[src/rtl/freq_change_seq.sv]
module freq_change_seq #(
  parameter int DW      = 32,
  parameter int AW      = 3,
  parameter int ACT_W   = 8,
  parameter int BYP_W   = 16,
  parameter int REL_W   = 8,
  parameter int SET_W   = 32,
  parameter int NSTROBE = 3
) (
  input  logic               clk,
  input  logic               rst_n,
  input  logic               wr_en,
  input  logic [AW-1:0]      wr_addr,
  input  logic [DW-1:0]      wr_data,
  input  logic [AW-1:0]      rd_addr,
  output logic [DW-1:0]      rd_data,
  input  logic               freeze_ack,
  output logic               freeze_n,
  output logic [NSTROBE-1:0] clk_chg_n,
  output logic               pll_bypass,
  output logic               busy,
  output logic [2:0]         freq_sel
);
  localparam int M1    = (ACT_W > BYP_W) ? ACT_W : BYP_W;
  localparam int M2    = (REL_W > SET_W) ? REL_W : SET_W;
  localparam int CNT_W = (M1 > M2) ? M1 : M2;

  localparam logic [AW-1:0] A_CTRL = AW'(0);
  localparam logic [AW-1:0] A_ACT  = AW'(1);
  localparam logic [AW-1:0] A_BYP  = AW'(2);
  localparam logic [AW-1:0] A_REL  = AW'(3);
  localparam logic [AW-1:0] A_SET  = AW'(4);
  localparam logic [AW-1:0] A_STAT = AW'(5);

  typedef enum logic [2:0] {S_IDLE, S_WAIT, S_ACT, S_BYP, S_REL, S_SET} state_t;

  state_t           state;
  logic [DW-1:0]    ctrl;
  logic [ACT_W-1:0] t_act;
  logic [BYP_W-1:0] t_byp;
  logic [REL_W-1:0] t_rel;
  logic [SET_W-1:0] t_set;
  logic [CNT_W-1:0] cnt;
  logic [2:0]       spd_new, spd_old;
  logic             one_hot, go, expire;

  assign spd_new = {wr_data[5], wr_data[1], wr_data[0]};
  assign spd_old = {ctrl[5], ctrl[1], ctrl[0]};
  assign one_hot = (spd_new == 3'b001) || (spd_new == 3'b010) || (spd_new == 3'b100);
  assign go      = wr_en && (wr_addr == A_CTRL) && (state == S_IDLE) && one_hot
                   && ((spd_new & ~spd_old) != 3'b000);
  assign expire  = (cnt == '0);

  always_ff @(posedge clk or negedge rst_n) begin
    if (!rst_n) begin
      ctrl  <= '0;
      t_act <= '0;
      t_byp <= '0;
      t_rel <= '0;
      t_set <= '0;
    end else if (wr_en) begin
      case (wr_addr)
        A_CTRL:  ctrl  <= wr_data;
        A_ACT:   t_act <= wr_data[ACT_W-1:0];
        A_BYP:   t_byp <= wr_data[BYP_W-1:0];
        A_REL:   t_rel <= wr_data[REL_W-1:0];
        A_SET:   t_set <= wr_data[SET_W-1:0];
        default: ;
      endcase
    end
  end

  always_ff @(posedge clk or negedge rst_n) begin
    if (!rst_n) begin
      state    <= S_IDLE;
      cnt      <= '0;
      freq_sel <= '0;
    end else begin
      case (state)
        S_IDLE: if (go) begin
          state    <= S_WAIT;
          freq_sel <= spd_new;
        end
        S_WAIT: if (freeze_ack) begin
          state <= S_ACT;
          cnt   <= CNT_W'(t_act);
        end
        S_ACT: if (expire) begin
          state <= S_BYP;
          cnt   <= CNT_W'(t_byp);
        end else cnt <= cnt - 1'b1;
        S_BYP: if (expire) begin
          state <= S_REL;
          cnt   <= CNT_W'(t_rel);
        end else cnt <= cnt - 1'b1;
        S_REL: if (expire) begin
          state <= S_SET;
          cnt   <= CNT_W'(t_set);
        end else cnt <= cnt - 1'b1;
        S_SET: if (expire) state <= S_IDLE;
               else cnt <= cnt - 1'b1;
        default: state <= S_IDLE;
      endcase
    end
  end

  assign busy       = (state != S_IDLE);
  assign freeze_n   = !busy;
  assign clk_chg_n  = {NSTROBE{!((state == S_BYP) || (state == S_REL))}};
  assign pll_bypass = (state == S_REL) || (state == S_SET);

  always_comb begin
    case (rd_addr)
      A_CTRL:  rd_data = ctrl;
      A_ACT:   rd_data = DW'(t_act);
      A_BYP:   rd_data = DW'(t_byp);
      A_REL:   rd_data = DW'(t_rel);
      A_SET:   rd_data = DW'(t_set);
      A_STAT:  rd_data = DW'(busy);
      default: rd_data = '0;
    endcase
  end
endmodule


[config.mk]
export PLATFORM = sky130hd
export DESIGN_NAME = freq_change_seq
export DESIGN_NICKNAME = d
export VERILOG_FILES = /design/src/rtl/freq_change_seq.sv
export SDC_FILE = /design/constraint.sdc
export NUM_CORES = 1
export LEC_CHECK = 0
export BUFFER_PORTS_ARGS = -buffer_cell sky130_fd_sc_hd__clkbuf_2
export CORE_AREA = 2 2 121 123
export CTS_CLUSTER_DIAMETER = 30
export DETAILED_ROUTE_END_ITERATION = 6
export DIE_AREA = 0 0 123 125
export GPL_ROUTABILITY_DRIVEN = 0
export PLACE_DENSITY = 0.71
export SYNTH_ARGS = -nofsm -noshare
export SYNTH_HDL_FRONTEND = slang
export SYNTH_SLANG_ARGS = --single-unit
[constraint.sdc]
create_clock -name clk -period 3 [get_ports clk]
set_input_delay 0.15 -clock clk [delete_from_list [all_inputs] [get_ports clk]]
set_output_delay 0.15 -clock clk [all_outputs]
set_load 0.05 [all_outputs]
==> flow_metrics.tcl, run 1 <==
set metrics [dict create \
    chipHeight_um 125 \
    timing.critical_path.fanout_max 9 \
    grt_max_degree 62 \
    ant_nets 0 \
    cap_violations 0 \
    final_cell_mix "sky130_fd_sc_hd__dfrtp_1 (134), sky130_fd_sc_hd__mux2_2 (101), sky130_fd_sc_hd__clkbuf_2 (81), sky130_fd_sc_hd__nor2_1 (66), sky130_fd_sc_hd__mux2i_1 (48)" \
    drt_pass1_iterations 6 \
    ys_dominant_reg_cell "sky130_fd_sc_hd__dfrtp_1" \
    final_number_of_setup_violating_endpoints 0 \
    fmax_ghz 0.3511 \
    row_count 44 \
    die_w_um 123 \
    die-area_um2 15380 \
    cts.path.max_buffers 2 \
    vias 5874 \
    dp_slack_ns 0.03585 \
    post-cts-setup-buffers 0 \
    routed_wl_um 18820 \
    rsz_0062_raised_after_global_routing "false" \
    final_net_count 830 \
    period_needed_ns 2.848 \
    power_density_nw_per_um2 840.0 \
    cts_htree_levels 4 \
    ctsRootBufferMaster "sky130_fd_sc_hd__clkbuf_16" \
    timing.critical_path.to_type "register" \
    setup_ws_ns 0.1522 \
    finish.instance_area_um2 8662 \
    post_drt_wl_per_cell_um 19.20 \
    layout-drive-gt1-share 0.3241 \
    detailed_place.area_um2 7841 \
    path_delay_family "simple AND/OR/NAND/NOR gates" \
    timing.final.hold_violations 0 \
    clock_insertion_delay_worst_skew_ns 0.42 \
    synth_edf_count 0 \
    initial_core_util 0.5025 \
    yosys.cell_types.count 60 \
    grt_pass1_wl_um 31010 \
    global_route.overflow_total 0 \
    clkTransAtPathRegs_ns 0.06 \
    totalNegativeSetupSlack_ns 0 \
    cts_tree "yes" \
    crit_chain "inv_1, ha_1, or4b_1, or4_4, or3_4, buf_4, o21ai_0, a31oi_1, o22ai_2" \
    path_category_of_the_worst_min_delay_check "in -> reg" \
    grt.total_usage 0.2585 \
    slowest_stage "sky130_fd_sc_hd__or4_4" \
    antenna_found_initial 0 \
    critical_path_class "reg -> reg" \
    status "finished clean" \
    io-pin-count 83 \
    clock_skew_ns 0.007852 \
    tritoncts.num_buffers 17 \
    synth_sequential_area_ratio 0.4698 \
    layout_commonest_cell "sky130_fd_sc_hd__dfrtp_1" \
    maxSlewHeadroom 0.4674 \
    syn_inst 676 \
    synthArstFlopShare 1.000 \
    ys_ff_latch 134 \
    ys_warn_count 0 \
    post_synth_instance_area_um2 7137 \
    max_slew_vio_count 0 \
    postSynthNetCount 720 \
    worst-slew-pin-transition_ns 0.7989 \
    setup.worst_path.start_class "register" \
    ir_drop_mv 0.4101 \
    drc 0 \
    synth_area_per_cell_um2 10.56 \
    tritoncts_num_sinks 134 \
    max_stage_delay_ns 0.53 \
    initialDrtViolationCount 518 \
    required_ns 3.34 \
    number_of_global_route_vias_before_repair 6059 \
    timing.final.crit_share 0.9493 \
    detailed_place_hpwl_um 12500 \
    cp.buffers_inverters 2 \
    fin_util 0.6098 \
    area.growth.synth_to_final_pct 21.37 \
    floorplan.core_area_um2 14200 \
    crit_path_dat_ns 3.19 \
    port-buffer-count 82 \
    route.detailed.vias_per_inst 5.994 \
    antenna-diode-count 0 \
    leakagePower_nw 3.910 \
    fill_cells 1186 \
]
==> registers in the layout (all words and copies together) (netlist names) <==
name / cells
t_act: 8
ctrl: 32
t_rel: 8
freq_sel: 3
t_set: 32
state: 3
cnt: 32
t_byp: 16
==> cells in the mapped netlist (3+ instances only) <==
cell type / number / area, um2
sky130_fd_sc_hd__a211oi_1: 6 / 45.04
sky130_fd_sc_hd__a21oi_1: 41 / 205.2
sky130_fd_sc_hd__a221o_1: 4 / 40.04
sky130_fd_sc_hd__a22o_1: 6 / 52.55
sky130_fd_sc_hd__a22oi_1: 5 / 37.54
sky130_fd_sc_hd__a31oi_1: 4 / 25.02
sky130_fd_sc_hd__and3_1: 3 / 18.77
sky130_fd_sc_hd__buf_1: 3 / 11.26
sky130_fd_sc_hd__buf_2: 3 / 15.01
sky130_fd_sc_hd__buf_4: 3 / 22.52
sky130_fd_sc_hd__buf_6: 3 / 33.78
sky130_fd_sc_hd__clkbuf_1: 34 / 127.6
sky130_fd_sc_hd__dfrtp_1: 134 / 3353
sky130_fd_sc_hd__inv_1: 10 / 37.54
sky130_fd_sc_hd__mux2_2: 101 / 1137
sky130_fd_sc_hd__mux2i_1: 48 / 480.5
sky130_fd_sc_hd__nand2_1: 35 / 131.4
sky130_fd_sc_hd__nand2b_1: 6 / 37.54
sky130_fd_sc_hd__nand3_1: 11 / 55.05
sky130_fd_sc_hd__nor2_1: 66 / 247.7
sky130_fd_sc_hd__nor3_1: 18 / 90.09
sky130_fd_sc_hd__nor4_1: 6 / 37.54
sky130_fd_sc_hd__o211ai_1: 4 / 30.03
sky130_fd_sc_hd__o21ai_0: 30 / 150.1
sky130_fd_sc_hd__o21ai_1: 12 / 60.06
sky130_fd_sc_hd__o22ai_1: 11 / 68.82
sky130_fd_sc_hd__or2_2: 6 / 37.54
sky130_fd_sc_hd__or3_1: 5 / 31.28
sky130_fd_sc_hd__or4_1: 11 / 82.58
sky130_fd_sc_hd__xnor2_1: 6 / 52.55
==> power breakdown <==
group | internal, W | switching [W]
Combinational | 0.00104 | 0.00150
Clock | 0.00129 | 0.000733
Sequential | 0.00228 | 0.000419
Total | 0.00462 | 0.00265
==> worst reg2reg max path, delay by kind of cell, from the launching register on <==
family / cells / cell delay [ns]
and+or+nand+nor: 3 / 1.39
AOI/OAI and AO/OA: 3 / 0.48
DFF: 1 / 0.39
buffers and inverters: 2 / 0.35
adders and majority gates: 1 / 0.16
==> layout make-up <==
| type | instances | area [um2] | share of cell area |
|---|---|---|---|
| Sequential cell | 134 | 3353 | 0.3871 |
| Tap cell | 184 | 230.2 | 0.02658 |
| Inverter | 10 | 37.54 | 0.004333 |
| Timing Repair Buffer | 137 | 898.4 | 0.1037 |
| Clock inverter | 4 | 70.07 | 0.008089 |
| Multi-Input combinational cell | 486 | 3577 | 0.4130 |
| Clock buffer | 25 | 495.5 | 0.05720 |
==> metrics by stage <==
step / power (W) / hold slack [ns] / instances
after floorplan: 0.004429 / -0.1456 / 676
after global placement: 0.005071 / 0.2718 / 927
after global routing: 0.007665 / 0.007330 / 980
after detailed placement: 0.005173 / 0.2970 / 927
final: 0.007276 / 0.01358 / 980
after CTS: 0.007256 / 0.003151 / 980
==> kinds of logic after synthesis <==
family | count (synthesis) | share of synthesized area
and+or+nand+nor | 185 | 0.1282
AOI/OAI and AO/OA | 143 | 0.1266
buffers and inverters | 56 | 0.03471
xor gates and xnor gates | 6 | 0.007363
muxes | 150 | 0.2298
DFF | 134 | 0.4698
adders and majority gates | 2 | 0.003506
==> path summary, 6_finish.rpt <==
check                            endpoint  slack (ns)  cells after the start        start
worst max-delay path               cnt[2]        0.15                      9       cnt[0]
worst min-delay path            t_set[14]        0.01                      2  wr_data[14]
worst max register to register     cnt[2]        0.15                      9       cnt[0]
worst min register to register   ctrl[29]        0.50                      1     ctrl[29]
max in group asynchronous       t_set[17]        1.78                      3        rst_n
min in group asynchronous        ctrl[15]        0.37                      2        rst_n
==> layer usage <==
| metal | vias up | wire, um | GRT usage |
|---|---|---|---|
| li1 | 2704 | - | - |
| met1 | 2948 | 8005 | 0.3471 |
| met2 | 184 | 9538 | 0.4192 |
| met3 | 38 | 898 | 0.05292 |
| met4 | 0 | 372 | 0.08489 |
| met5 | - | 0 | 0 |
==> repair_timing <==
action,CTS,global route
hold endpoints to repair,106,0
setup endpoints to repair,1,12
resized for setup,1,2
hold buffers,24,0
(Power assumes the default switching activity.)
==> inputs of run 2 (changes only) <==
==> constraint.sdc (replaced) <==
create_clock -name clk -period 3.1 [get_ports clk]
set_input_delay 0.155 -clock clk [delete_from_list [all_inputs] [get_ports clk]]
set_output_delay 0.155 -clock clk [all_outputs]
set_load 0.05 [all_outputs]
==> run 2 against run 1 <==
Clock skew up 0.0058 ns. Cell count shrank 0.20%. Critical endpoint is now cnt[11]. Hold slack got worse by 0.0014 ns. Register-to-register slack gained 0.05 ns.
==> flow_metrics.tcl, run 2 (synthesis results as in run 1) <==
set metrics [dict create \
    fin_total_pwr_w 0.007001 \
    switching_share 0.3661 \
    io-pin-count 83 \
    layout_commonest_cell "sky130_fd_sc_hd__dfrtp_1" \
    required_ns 3.39 \
    maxSlewHeadroom 0.2893 \
    grt.total_usage 0.2650 \
    cap_violations 0 \
    period_needed_ns 2.900 \
    ant_nets 0 \
    totalNegativeSetupSlack_ns 0 \
    row_count 44 \
    die_w_um 123 \
    drt_pass1_iterations 5 \
    cts.path.max_buffers 2 \
    fill_cells 1185 \
    antenna-diode-count 0 \
    initial_core_util 0.5025 \
    ctsRootBufferMaster "sky130_fd_sc_hd__clkbuf_16" \
    timing.critical_path.to_type "register" \
    final_number_of_setup_violating_endpoints 0 \
    share_seq_of_total_power 0.375 \
    power_density_nw_per_um2 810.0 \
    cts_htree_levels 4 \
    share_clk_of_total_power 0.276 \
    power_frac_comb 0.349 \
    setup.worst_path.start_class "register" \
    status "finished clean" \
    initialDrtViolationCount 683 \
    rsz_0062_raised_after_global_routing "false" \
    chipHeight_um 125 \
    max_slew_vio_count 0 \
    crit_path_dat_ns 3.19 \
    clkTransAtPathRegs_ns 0.06 \
    internal_power_w 0.004438 \
    final_cell_mix "sky130_fd_sc_hd__dfrtp_1 (134), sky130_fd_sc_hd__mux2_2 (101), sky130_fd_sc_hd__clkbuf_2 (81), sky130_fd_sc_hd__nor2_1 (66), sky130_fd_sc_hd__mux2i_1 (48)" \
    path_category_of_the_worst_min_delay_check "in -> reg" \
    multiInputGateArea_um2 3572 \
    critical_path_class "reg -> reg" \
    floorplan.core_area_um2 14200 \
    grt_max_degree 62 \
    timing.critical_path.fanout_max 25 \
    antenna_found_initial 0 \
    fmax_ghz 0.3448 \
    routed_wl_um 19210 \
    timing.final.crit_share 0.9356 \
    route.detailed.vias_per_inst 6.121 \
    detailed_place_hpwl_um 12560 \
    ir_drop_mv 0.4276 \
    grt_pass1_wl_um 31750 \
    tritoncts.num_buffers 17 \
    layout-drive-gt1-share 0.3212 \
    global_route.overflow_total 0 \
    drc 0 \
    area.growth.synth_to_final_pct 21.11 \
    cts_tree "yes" \
    number_of_global_route_vias_before_repair 6219 \
    leakagePower_nw 3.890 \
    die-area_um2 15380 \
    tritoncts_num_sinks 134 \
    vias 5986 \
    clock_skew_ns 0.01364 \
    timing.final.hold_violations 0 \
    netSwitchingPower_w 0.002563 \
    post_drt_wl_per_cell_um 19.64 \
    seq_area_um2 3353 \
    port-buffer-count 82 \
    worst-slew-pin-transition_ns 1.062 \
    final_net_count 827 \
    clock_insertion_delay_worst_skew_ns 0.43 \
    top_regs "cnt (32), ctrl (32), t_set (32)" \
]
run 2: changes by cell type in the layout (fill, tap and decap cells not counted), sizes merged:
cell | before | now
bufinv | 2 | 1
clkinv | 2 | 0
buf | 32 | 30
clkinvlp | 0 | 1
dlygate4sd3 | 24 | 23
clkbuf | 106 | 109
run 2: layer usage:
metal	vias up	track usage	wire length [um]
met3	31	0.06752	1133
met5	-	0	0
met2	220	0.4326	9833
li1	2706	-	-
met4	0	0.08690	342
met1	3029	0.3444	7902
run 2: final timing paths:
path / start / endpoint / slack, ns / cells after the start
worst min-delay path: wr_data[18] / ctrl[18] / 0.01 / 2
worst max register to register: cnt[25] / cnt[11] / 0.20 / 8
min in group asynchronous: rst_n / t_set[15] / 0.35 / 2
max in group asynchronous: rst_n / ctrl[2] / 1.85 / 3
worst min register to register: cnt[7] / cnt[7] / 0.50 / 2
worst max-delay path: cnt[25] / cnt[11] / 0.20 / 8
run 2: area by class of cell:
cell class                      count  area share
Timing Repair Buffer              134      0.1025
Clock inverter                      2    0.004343
Inverter                           10    0.004343
Multi-Input combinational cell    486      0.4133
Tap cell                          184     0.02664
Clock buffer                       28     0.06094
Sequential cell                   134      0.3880
run 2: power by group through the flow:
stage | clock network, W | registers, W | logic (W)
2_1_floorplan | 0 | 0.00252 | 0.00176
3_3_place_gp | 0 | 0.00260 | 0.00228
3_5_place_dp | 0 | 0.00264 | 0.00235
4_1_cts | 0.00197 | 0.00261 | 0.00239
5_1_grt | 0.00204 | 0.00269 | 0.00266
6_report | 0.00193 | 0.00263 | 0.00244
run 2: per-stage QoR:
stage                     cells  setup slack [ns]  hold slack (ns)  area (um2)  utilization
after floorplan             676            0.3642          -0.1406        7137            -
after global placement      923            0.2157           0.2671        7811       0.5499
after detailed placement    923            0.1290           0.2768        7811       0.5499
after CTS                   976           0.08306        0.0005040        8606       0.6059
after global routing        978           0.09848         0.005286        8643       0.6085
final                       978            0.1997          0.01220        8643       0.6085
run 2: critical path, cell delays in order (launching register included):
cell and delay [ns]:
sky130_fd_sc_hd__dfrtp_1 0.39, sky130_fd_sc_hd__or4_1 0.60, sky130_fd_sc_hd__or4_1 0.47, sky130_fd_sc_hd__buf_4 0.19, sky130_fd_sc_hd__nor3_2 0.30, sky130_fd_sc_hd__buf_12 0.22, sky130_fd_sc_hd__nand2_1 0.25, sky130_fd_sc_hd__a31oi_1 0.24
sky130_fd_sc_hd__o21ai_0 0.10
run 2: timing repair:
action,4_1_cts,5_1_grt
buffers inserted,0,2
hold buffers,23,0
setup endpoints to repair,0,13
resized for setup,0,2
hold endpoints to repair,102,0
==> inputs of run 3 (changes only) <==
--- a/config.mk
+++ b/config.mk
@@ -6,12 +6,14 @@
 export NUM_CORES = 1
 export LEC_CHECK = 0
 export BUFFER_PORTS_ARGS = -buffer_cell sky130_fd_sc_hd__clkbuf_2
-export CORE_AREA = 2 2 121 123
+export CELL_PAD_IN_SITES_DETAIL_PLACEMENT = 0
+export CELL_PAD_IN_SITES_GLOBAL_PLACEMENT = 1
+export CORE_AREA = 2 2 128 130
 export CTS_CLUSTER_DIAMETER = 30
 export DETAILED_ROUTE_END_ITERATION = 6
-export DIE_AREA = 0 0 123 125
+export DIE_AREA = 0 0 130 132
 export GPL_ROUTABILITY_DRIVEN = 0
-export PLACE_DENSITY = 0.71
+export PLACE_DENSITY_LB_ADDON = 0.1
 export SYNTH_ARGS = -nofsm -noshare
 export SYNTH_HDL_FRONTEND = slang
 export SYNTH_SLANG_ARGS = --single-unit
==> run 3 against run 2 <==
Global-route usage is 2.5 points lower. First-iteration DRC count is 59% lower. Die area is 12% higher. Final area is 1.5% higher. Combinational power is 2% lower. Fmax is 2.6% lower. Via count is 3.9% lower. Clock-buffer cell count is 11 lower. Non-clock buffer count is 2 higher. Largest power group unchanged. Utilization is 5.0 points lower. Critical endpoint is now cnt[16].
==> flow_metrics.tcl, run 3 (synthesis results as in run 1) <==
set metrics [dict create \
    status "finished clean" \
    row_count 46 \
    die-area_um2 17160 \
    cts.path.max_buffers 2 \
    worst-slew-pin-transition_ns 1.030 \
    power_density_nw_per_um2 826.6 \
    setup.worst_path.start_class "register" \
    global_route.overflow_total 0 \
    crit_chain "or4_1, or4_1, or3_1, nand2_2, o2bb2ai_1, a211o_1" \
    final_cell_mix "sky130_fd_sc_hd__dfrtp_1 (134), sky130_fd_sc_hd__mux2_2 (101), sky130_fd_sc_hd__clkbuf_2 (81), sky130_fd_sc_hd__nor2_1 (66), sky130_fd_sc_hd__mux2i_1 (48)" \
    clock_insertion_delay_worst_skew_ns 0.43 \
    timing.critical_path.fanout_max 13 \
    timing.final.hold_violations 0 \
    setup_ws_ns 0.1222 \
    fill_cells 1424 \
    dp_slack_ns 0.1602 \
    cts_htree_levels 4 \
    io-pin-count 83 \
    timing.final.crit_share 0.9606 \
    grt_busiest_layer "met2" \
    drc 0 \
    grt_pass1_wl_um 31770 \
    number_of_global_route_vias_before_repair 5924 \
    initialDrtViolationCount 279 \
    timing.critical_path.to_type "register" \
    area.growth.synth_to_final_pct 22.90 \
    floorplan.core_area_um2 15710 \
    period_needed_ns 2.978 \
    critPathMostFrequentCell "sky130_fd_sc_hd__or4_1" \
    critical_path_class "reg -> reg" \
    rsz_0062_raised_after_global_routing "true" \
    cts.repair.resized 0 \
    clkTransAtPathRegs_ns 0.06 \
    initial_core_util 0.4542 \
    antenna-diode-count 0 \
    max_stage_delay_ns 0.60 \
    cap_violations 0 \
    top_regs "cnt (32), ctrl (32), t_set (32)" \
    vias 5750 \
    cts_tree "yes" \
    final_net_count 829 \
    drt_pass1_iterations 5 \
    port-buffer-count 82 \
    die_w_um 130 \
    post-cts-setup-buffers 0 \
    grt_max_degree 92 \
    ant_nets 0 \
    required_ns 3.41 \
    ctsRootBufferMaster "sky130_fd_sc_hd__clkbuf_16" \
    met2_routing_resource_usage_after_global_routing 0.3819 \
    routed_wl_um 19230 \
    maxSlewHeadroom 0.3105 \
    final_number_of_setup_violating_endpoints 0 \
    met1_usage 0.3252 \
    grt_use_met3 0.05195 \
    crit_path_dat_ns 3.29 \
    grt.total_usage 0.2399 \
    path_category_of_the_worst_min_delay_check "in -> reg" \
    detailed_place_hpwl_um 13120 \
    route.detailed.vias_per_inst 5.671 \
    ir_drop_mv 0.4952 \
    clock_skew_ns 0.006370 \
    post_drt_wl_per_cell_um 18.96 \
    max_slew_vio_count 0 \
    antenna_found_initial 0 \
    leakagePower_nw 3.942 \
    layout_commonest_cell "sky130_fd_sc_hd__dfrtp_1" \
    slowest_stage "sky130_fd_sc_hd__or4_1" \
    tritoncts_num_sinks 134 \
    fmax_ghz 0.3358 \
    totalNegativeSetupSlack_ns 0 \
    tritoncts.num_buffers 17 \
    chipHeight_um 132 \
    layout-drive-gt1-share 0.3271 \
]
run 3: cell types whose count changed in the layout (fill, tap and decap cells not counted), moves of 3 or more:
cell                        delta
sky130_fd_sc_hd__bufinv_16     +4
sky130_fd_sc_hd__clkbuf_1      -5
sky130_fd_sc_hd__clkbuf_8      -6
sky130_fd_sc_hd__clkinv_2      +3
sky130_fd_sc_hd__clkinv_4      +3
sky130_fd_sc_hd__inv_6         +3
run 3: final timing paths:
| kind | startpoint | end | slack [ns] | cells past startpoint |
|---|---|---|---|---|
| max | cnt[25] | cnt[16] | 0.12 | 6 |
| min | wr_data[7] | ctrl[7] | 0.02 | 2 |
| max reg2reg | cnt[25] | cnt[16] | 0.12 | 6 |
| min reg2reg | freq_sel[0] | freq_sel[0] | 0.50 | 1 |
| max in group asynchronous | rst_n | cnt[7] | 1.95 | 3 |
| min in group asynchronous | rst_n | t_set[26] | 0.37 | 2 |
run 3: timing repair:
| item | in CTS | in global routing |
|---|---|---|
| hold buffers | 25 | 0 |
| endpoints found under the hold margin | 144 | 0 |
| setup endpoints to repair | 0 | 1 |
run 3: final cells by class:
type | instances | area [um2] | share of cell area
clock buffer | 17 | 425.4 | 0.04850
clock inverter | 15 | 225.2 | 0.02568
sequential | 134 | 3353 | 0.3823
multi-input combinational | 486 | 3562 | 0.4061
tap | 216 | 270.3 | 0.03081
timing repair buffer | 136 | 897.1 | 0.1023
inverter | 10 | 37.54 | 0.004280
run 3: layer usage:
layer,up-vias,wire [um]
met1,2904,8968
li1,2707,-
met3,30,610
met4,0,313
met2,109,9338
met5,-,0
run 3: report_power, final:
group	switching [W]	internal (W)	total (W)
sequential	0.000423	0.00221	0.00263
combinational	0.00139	0.000989	0.00238
clock	0.000808	0.00143	0.00224
total	0.00262	0.00463	0.00725
run 3: stage by stage:
stage | util | cells | hold slack, ns | area (um2) | power [W]
4_1_cts | 0.5582 | 1014 | 0.004890 | 8771 | 0.007289
3_3_place_gp | 0.5009 | 957 | 0.2928 | 7870 | 0.004937
2_1_floorplan | - | 676 | -0.1406 | 7137 | 0.004286
3_5_place_dp | 0.5009 | 957 | 0.3016 | 7870 | 0.005000
5_1_grt | 0.5582 | 1014 | 0.008980 | 8771 | 0.007694
6_report | 0.5582 | 1014 | 0.01503 | 8771 | 0.007250
run 3: critical path, delay by kind of cell, from the launching register on:
kind / cells / cell delay [ns]
AOI/OAI and AO/OA: 2 / 0.42
DFF: 1 / 0.38
and+or+nand+nor: 4 / 2.07
